`src/rtl/array_probe_scan_pkg.sv`:
```
package array_probe_scan_pkg;
  typedef enum logic [1:0] {
    PM_PASS  = 2'b00,
    PM_LOW   = 2'b01,
    PM_HIGH  = 2'b10,
    PM_FLOAT = 2'b11
  } pad_mode_e;
endpackage

```
`src/rtl/aps_chain.sv`:
```
module aps_chain
  import array_probe_scan_pkg::*;
#(
  parameter int SEL_W = 5,
  parameter int N_CLK = 2
) (
  input  logic             clk,
  input  logic             rst_n,
  input  logic             test_en,
  input  logic             scan_in,
  input  logic             scan_shift,
  input  logic             scan_capture,
  input  logic             scan_update,
  input  logic [N_CLK-1:0] clk_edge,
  output logic             scan_out,
  output logic [SEL_W-1:0] sel_a,
  output logic [SEL_W-1:0] sel_b,
  output pad_mode_e        mode
);
  localparam int CFG_W = 2 + 2 * SEL_W;
  localparam int CH_W  = CFG_W + N_CLK;

  logic [CH_W-1:0] chain;

  // Serial register: shift wins over capture; frozen outside test mode
  always_ff @(posedge clk) begin
    if (!rst_n) begin
      chain <= '0;
    end else if (test_en) begin
      if (scan_shift)
        chain <= {scan_in, chain[CH_W-1:1]};
      else if (scan_capture)
        chain <= {clk_edge, sel_b, sel_a, mode};
    end
  end

  // Active selection: changes only on update, cleared when test mode is off
  always_ff @(posedge clk) begin
    if (!rst_n || !test_en) begin
      sel_a <= '0;
      sel_b <= '0;
      mode  <= PM_PASS;
    end else if (scan_update) begin
      mode  <= pad_mode_e'(chain[1:0]);
      sel_a <= chain[2 +: SEL_W];
      sel_b <= chain[2 + SEL_W +: SEL_W];
    end
  end

  assign scan_out = chain[0];

  // with no request the chain keeps its contents
  a_r1_chain_hold: assert property (@(posedge clk) disable iff (!rst_n)
    (!scan_shift && !scan_capture) |=> $stable(chain));

  // selection stable unless an update is applied
  a_r3_sel_hold: assert property (@(posedge clk) disable iff (!rst_n)
    (test_en && !scan_update) |=> ($stable(sel_a) && $stable(sel_b) && $stable(mode)));
endmodule

```
`src/rtl/aps_probe_mux.sv`:
```
module aps_probe_mux #(
  parameter int N_SRC = 26,
  parameter int SEL_W = 5
) (
  input  logic [N_SRC-1:0] src,
  input  logic [SEL_W-1:0] sel,
  input  logic             en,
  output logic             probe,
  output logic             probe_oe
);
  localparam int FULL = 1 << SEL_W;

  logic [FULL-1:0] src_ext;

  // Indices past the last source read as zero
  assign src_ext  = FULL'(src);
  assign probe    = en & src_ext[sel];
  assign probe_oe = en;
endmodule

```
`src/rtl/aps_pad_override.sv`:
```
module aps_pad_override
  import array_probe_scan_pkg::*;
#(
  parameter int N_PAD = 4
) (
  input  logic             test_en,
  input  pad_mode_e        mode,
  input  logic [N_PAD-1:0] core_out,
  input  logic [N_PAD-1:0] core_oe,
  output logic [N_PAD-1:0] pad_out,
  output logic [N_PAD-1:0] pad_oe
);
  for (genvar p = 0; p < N_PAD; p++) begin : g_pad
    always_comb begin
      pad_out[p] = core_out[p];
      pad_oe[p]  = core_oe[p];
      if (test_en) begin
        case (mode)
          PM_LOW:   begin pad_out[p] = 1'b0; pad_oe[p] = 1'b1; end
          PM_HIGH:  begin pad_out[p] = 1'b1; pad_oe[p] = 1'b1; end
          PM_FLOAT: begin pad_out[p] = 1'b0; pad_oe[p] = 1'b0; end
          default:  ;
        endcase
      end
    end
  end
endmodule

```
`src/rtl/array_probe_scan.sv`:
```
module array_probe_scan
  import array_probe_scan_pkg::*;
#(
  parameter int N_MOD = 16,
  parameter int N_PAD = 4,
  parameter int N_CLK = 2
) (
  input  logic             clk,
  input  logic             rst_n,
  input  logic             test_en,
  input  logic             scan_in,
  input  logic             scan_shift,
  input  logic             scan_capture,
  input  logic             scan_update,
  output logic             scan_out,
  input  logic [N_MOD-1:0] mod_out,
  input  logic [N_PAD-1:0] pad_in,
  input  logic [N_PAD-1:0] core_out,
  input  logic [N_PAD-1:0] core_oe,
  input  logic [N_CLK-1:0] clk_edge,
  output logic             probe_a,
  output logic             probe_a_oe,
  output logic             probe_b,
  output logic             probe_b_oe,
  output logic [N_PAD-1:0] pad_out,
  output logic [N_PAD-1:0] pad_oe
);
  localparam int N_SRC = N_MOD + 2 * N_PAD + N_CLK;
  localparam int SEL_W = $clog2(N_SRC);

  logic [SEL_W-1:0] sel_a, sel_b;
  pad_mode_e        mode;
  logic [N_SRC-1:0] src;

  aps_chain #(.SEL_W(SEL_W), .N_CLK(N_CLK)) u_chain (
    .clk, .rst_n, .test_en, .scan_in, .scan_shift, .scan_capture,
    .scan_update, .clk_edge, .scan_out, .sel_a, .sel_b, .mode
  );

  aps_pad_override #(.N_PAD(N_PAD)) u_pads (
    .test_en, .mode, .core_out, .core_oe, .pad_out, .pad_oe
  );

  // Source order: modules, pad inputs, driven pad levels, clock edges
  assign src = {clk_edge, pad_out, pad_in, mod_out};

  aps_probe_mux #(.N_SRC(N_SRC), .SEL_W(SEL_W)) u_probe_a (
    .src, .sel(sel_a), .en(test_en), .probe(probe_a), .probe_oe(probe_a_oe)
  );

  aps_probe_mux #(.N_SRC(N_SRC), .SEL_W(SEL_W)) u_probe_b (
    .src, .sel(sel_b), .en(test_en), .probe(probe_b), .probe_oe(probe_b_oe)
  );

  a_r8_pads_released: assert property (@(posedge clk) disable iff (!rst_n)
    !test_en |-> (pad_oe == core_oe && pad_out == core_out));

  a_r8_probes_float: assert property (@(posedge clk) disable iff (!rst_n)
    !test_en |-> (!probe_a_oe && !probe_b_oe && !probe_a && !probe_b));

  a_r6_float_mode: assert property (@(posedge clk) disable iff (!rst_n)
    (test_en && mode == PM_FLOAT) |-> (pad_oe == '0));
endmodule

```
`config.mk`:
```
export PLATFORM = sky130hd
export DESIGN_NAME = array_probe_scan
export DESIGN_NICKNAME = d
export VERILOG_FILES = /design/src/rtl/array_probe_scan_pkg.sv /design/src/rtl/aps_chain.sv /design/src/rtl/aps_probe_mux.sv /design/src/rtl/aps_pad_override.sv /design/src/rtl/array_probe_scan.sv
export SDC_FILE = /design/constraint.sdc
export NUM_CORES = 1
export LEC_CHECK = 0
export BUFFER_PORTS_ARGS = -buffer_cell sky130_fd_sc_hd__buf_4
export CAP_MARGIN = 5
export CORE_ASPECT_RATIO = 2
export CORE_MARGIN = 2
export CORE_UTILIZATION = 40
export CTS_CLUSTER_DIAMETER = 60
export DETAILED_ROUTE_END_ITERATION = 7
export PLACE_DENSITY = 0.62
export SLEW_MARGIN = 10
export SYNTH_ARGS = -nofsm -noshare
export SYNTH_HDL_FRONTEND = slang
export SYNTH_HIERARCHICAL = 1
export SYNTH_SLANG_ARGS = --single-unit
```
`constraint.sdc`:
```
create_clock -name clk -period 2.62 [get_ports clk]
set_input_delay 0.131 -clock clk [delete_from_list [all_inputs] [get_ports clk]]
set_output_delay 0.131 -clock clk [all_outputs]
set_load 0.01 [all_outputs]
```
# After elaboration in Yosys (flattened, before gate mapping)

Cells that the tools add are included.

Add/sub/neg operators: 0
Div/mod/pow operators: 0
Multiply operators: 0
$lt $le $gt $ge: 2
Shift-type cells: 0
Eq/ne operators: 3
Reduce and logical (&&, ||, !) cells: 7
Multiplexer cells: 22
Bitwise gates (word level): 2

Operator list:

| kind                                                                   | number |
|---|---|
| 14-bit 2-to-1 mux                                                      | 2 |
| 1-bit case mux with 2 select lines                                     | 8 |
| 5-bit by 6-bit < comparator with 1-bit output (second input constant)  | 2 |
| 1-bit binary-select mux with 5-bit select                              | 2 |
| 1-bit 2-to-1 mux                                                       | 10 |
| 2-bit equality test (second input constant)                            | 2 |
| 2-bit OR reduction                                                     | 2 |
| 1-bit AND                                                              | 2 |
| 2-bit by 1-bit equality test with 1-bit output (second input constant) | 1 |
| 1-bit logical NOT                                                      | 2 |
| 2-bit AND reduction                                                    | 1 |
| 2-bit nonzero test                                                     | 1 |
| 1-bit logical OR                                                       | 1 |

ROM bits: 0
RAM bits: 0
Register bits: 26
Memories kept: 0
Bits of input ports: 37
Logic and storage cells: 40
Bits in latches: 0
Output and inout port bits: 13

# Longest topological paths before layout

Word-level depth: 7
Mapped depth: 9
Gate-level depth less buffers: 8

# Hierarchy

The synthesis kept the hierarchy.

Modules (own cells, without submodules):

| module           | cells an instance | instances | area each (µm²) | sequential area each (µm²) |
|---|---|---|---|---|
| aps_chain        | 120               | 1         | 1357.6          | 520.5 |
| aps_probe_mux    | 29                | 2         | 286.5           | 0.0 |
| aps_pad_override | 16                | 1         | 137.6           | 0.0 |

# Worst setup path after synthesis

Ideal clock, no wire load.

Path kind: register -> output
Start: reg u_chain.mode[0]
End: out probe_a
Required time: 2489 ps
Arrival time: 1510 ps
Path slack: 979 ps
Cell stages (with the launch flop): 9
Path buffers: 0
Cells stage by stage: dfxtp_1 -> inv_1 -> ha_1 -> and3b_2 -> a21o_1 -> mux2i_1 -> nand3b_1 -> o2111ai_1 -> a32oi_1

Longest elaborated chain between the ends: 7
Elaborated cells on any way between the ends: 15
Classes of those cells: eq/ne (3); mux (10); bitwise (1); reduce/logical (1)

Ends and longest elaborated chain:

| item                                                                                         | line                   | source |
|---|---|---|
| start: declaration                                                                           | aps_chain.sv:18        | `output pad_mode_e mode` |
| start signal: assignment                                                                     | aps_chain.sv:44        | `mode <= pad_mode_e'(chain[1:0]);` |
| 2-bit by 1-bit equality test with 1-bit output / 2-bit equality test (equally long branches) | aps_pad_override.sv:18 | `case (mode)` |
| 2-bit OR reduction (no source line)                                                          | n/a                    |  |
| 1-bit case mux with 2 select lines (*)                                                       | aps_pad_override.sv:18 |  |
| 1-bit 2-to-1 mux (*)                                                                         | aps_pad_override.sv:17 | `if (test_en) begin` |
| via pad_out[2]                                                                               | array_probe_scan.sv:25 | `output logic [N_PAD-1:0] pad_out,` |
| 1-bit binary-select mux with 5-bit select (*)                                                | aps_probe_mux.sv:17    | `assign probe = en & src_ext[sel];` |
| 1-bit 2-to-1 mux (implied by the code) (*)                                                   | aps_probe_mux.sv:17    |  |
| 1-bit AND (*)                                                                                | aps_probe_mux.sv:17    |  |
| end: declaration                                                                             | array_probe_scan.sv:21 | `output logic probe_a,` |

Mark *: on every way through the listed nets, which the timed path passes. The rest lies on a longest branch. The select of a mux whose other input is x is not followed.

# Worst setup path after layout

Start: reg u_chain.sel_b[0]
End: out probe_b

Longest elaborated chain between the ends: 3

Ends and longest elaborated chain:

| item                                      | line                   | source |
|---|---|---|
| start: declaration                        | aps_chain.sv:17        | `output logic [SEL_W-1:0] sel_b,` |
| start signal: assignment                  | aps_chain.sv:46        | `sel_b <= chain[2 + SEL_W +: SEL_W];` |
| 1-bit binary-select mux with 5-bit select | aps_probe_mux.sv:17    |  |
| 1-bit 2-to-1 mux (implied by the code)    | aps_probe_mux.sv:17    |  |
| 1-bit AND                                 | aps_probe_mux.sv:17    |  |
| end: declaration                          | array_probe_scan.sv:23 | `output logic probe_b,` |

No other way between the ends. The select of a mux whose other input is x is not followed.

==> impl_metrics.tcl <==
set metrics [dict create \
    antenna_found_initial 0 \
    hp-class "input port to register" \
    drc 0 \
    drtPass1Iterations 4 \
    grt_max_degree 31 \
    final-setup-viol-count 0 \
    slew_headroom 0.5751 \
    drt_wl_total_mm 4.715 \
    ioPinCount 50 \
    drt-vias-per-instance 5.818 \
    power.leakage_nw 0.9358 \
    grt_pass1_vias 1564 \
    clk_latency_ps 270 \
    worstMarginPinSlew_ps 634.4 \
    yosysTopAreaCell "dfxtp_1" \
    antenna_left 0 \
    yosys_warnings 6 \
    io_buffers 49 \
    cap_violations 0 \
    synth-seq-cells 26 \
    layout-drive-gt1-share 0.3128 \
    criticalPathCategory "register to output port" \
    synth_cell_types 30 \
    die_area_um2 5797 \
    grt.total_usage 0.1704 \
    synth_area_leaders "dfxtp_1 (25%), mux2i_1 (17%), mux4_1 (10%), o221ai_2 (7.3%), nand4bb_1 (7.1%)" \
    fmaxAchievable_ghz 0.4442 \
    diodes 0 \
    finalMaxSlewViolations 0 \
    fin_crit_ps 2251 \
    die_w_um 54.85 \
    cts_root_buf "clkbuf_8" \
    via_count 1658 \
    drt_iter0_drc 31 \
    die_h_um 105.7 \
    power_mw 0.8922 \
    crit_arrival_ps 2120 \
    num_rows 37 \
    tns_ps 0 \
    r2r-start "u_chain/sel_a[1]" \
    grt.overflow.total 0 \
    syn-instance-count 194 \
    synth_edf_count 0 \
    wire_per_inst_um 16.54 \
    ctsResizeCount 0 \
    yosysSeqAreaShare 0.2517 \
    synth_area_um2 2068 \
    rsz0062_at_grt "no" \
    cp.required_ps 2490 \
    cts_setup_buffers 0 \
    synth_top_area_share 0.2517 \
    fin_skew_ps 2.036 \
    grt_pass1_wl_mm 7.479 \
    clock-sinks 26 \
    synthTopCellsByCount "mux2i_1 (36), dfxtp_1 (26), nand2_1 (23)" \
    h-tree-depth 1 \
    hp-start "scan_in" \
    gp_congestion 0.7663 \
    initial_core_util 0.4099 \
    status "complete, no violations" \
    syn-num-nets 233 \
    cts_made_buffers 3 \
    fin_crit_sh 0.8592 \
    nets 267 \
    crit_path_end_kind "output port" \
    clk_path_buf_depth 2 \
    area_delta_synth_final_pct 16.15 \
    ff2ff_path_depth 2 \
    core_um2 5046 \
    synth_flop_cell "dfxtp_1" \
    critPathMaxFanout 11 \
    dp_hpwl_mm 3.359 \
    num-fill-cells 488 \
    syn_area_per_cell_um2 10.66 \
    hold_viol 0 \
    hold_path_depth 3 \
    cts_tree "done" \
    hold_buffers 0 \
    r2r_setup_slack_ps 1570 \
    clkTransAtPathRegs_ps 90 \
    yosysMostFrequentCell "mux2i_1" \
    max-vdd-ir-drop_uv 335.3 \
    power.density_nw_per_um2 371.4 \
    async_flop_share 0 \
    r2r-end "u_chain/chain[3]" \
    critPathLaunchType "register" \
    hold_end "u_chain/chain[13]" \
]
power by group:
group | leakage (nW) | internal, mW | switching (mW)
logic | 0.690 | 0.0835 | 0.0728
clock network | 0.0357 | 0.205 | 0.132
registers | 0.210 | 0.397 | 0.00213
how the worst max path moves through the flow:
stage	startpoint	end	slack, ps
global placement	u_chain/sel_b[0]	probe_b	720
finish	u_chain/sel_b[0]	probe_b	370
global route	u_chain/sel_b[0]	probe_b	270
CTS	u_chain/sel_b[0]	probe_b	340
detailed placement	u_chain/sel_b[0]	probe_b	670
floorplan	u_chain/mode[0]	probe_a	980
critical path, stage by stage (launching register included):
cell and delay (ps):
dfxtp_1 620, mux4_1 620, mux2_2 270, nand2_1 60
a32oi_1 100, buf_4 160
cells by family after synthesis:
logic type                 synth area share
and+or+nand+nor                      0.1984
buffers and inverters               0.09679
DFF                                  0.2517
AOI/OAI and AO/OA                    0.1543
adders and majority gates           0.01210
muxes                                0.2868
placed cells by master (no fill, tap or decap), types with 3 or more instances in the layout:
cell	instances
a21o_1	8
buf_4	50
clkbuf_8	3
dfxtp_1	26
inv_1	4
mux2i_1	36
mux4_1	8
nand2_1	23
nand4bb_1	13
nor2_1	14
nor3_1	4
o221ai_1	4
o221ai_2	10
metrics by stage:
step / worst slack [ps] / std cells / hold slack, ps / utilization / cell area (µm²)
floorplan: 979.3 / 194 / 282.5 / - / 2068
global placement: 721.6 / 281 / 451.0 / 0.4619 / 2331
detailed placement: 670.1 / 281 / 466.4 / 0.4619 / 2331
CTS: 343.1 / 285 / 172.5 / 0.4761 / 2402
global route: 272.2 / 285 / 185.2 / 0.4761 / 2402
finish: 369.0 / 285 / 175.4 / 0.4761 / 2402
final cells by class:
| cell class | count | area, µm² | share of cell area |
|---|---|---|---|
| tap | 58 | 72.57 | 0.03021 |
| clock inverter | 1 | 30.03 | 0.01250 |
| timing repair buffer | 50 | 375.4 | 0.1563 |
| multi-input combinational | 143 | 1348 | 0.5609 |
| clock buffer | 3 | 41.29 | 0.01719 |
| sequential | 26 | 520.5 | 0.2167 |
| inverter | 4 | 15.01 | 0.006250 |
flip-flops by register name, summed over array words and instances, names as in the netlist:
register / count
u_chain/sel_a: 5
u_chain/mode: 2
u_chain/sel_b: 5
u_chain/chain: 14
routing by layer:
metal	vias to the layer above	share of wire	track usage	wire [µm]
met1	801	0.41	0.2091	1948
met2	39	0.54	0.3019	2552
met4	0	0.0066	0.02679	31
met5	-	0	0	0
li1	813	-	-	-
met3	5	0.039	0.02550	182
No activity file was read; power rests on OpenSTA's default activity.
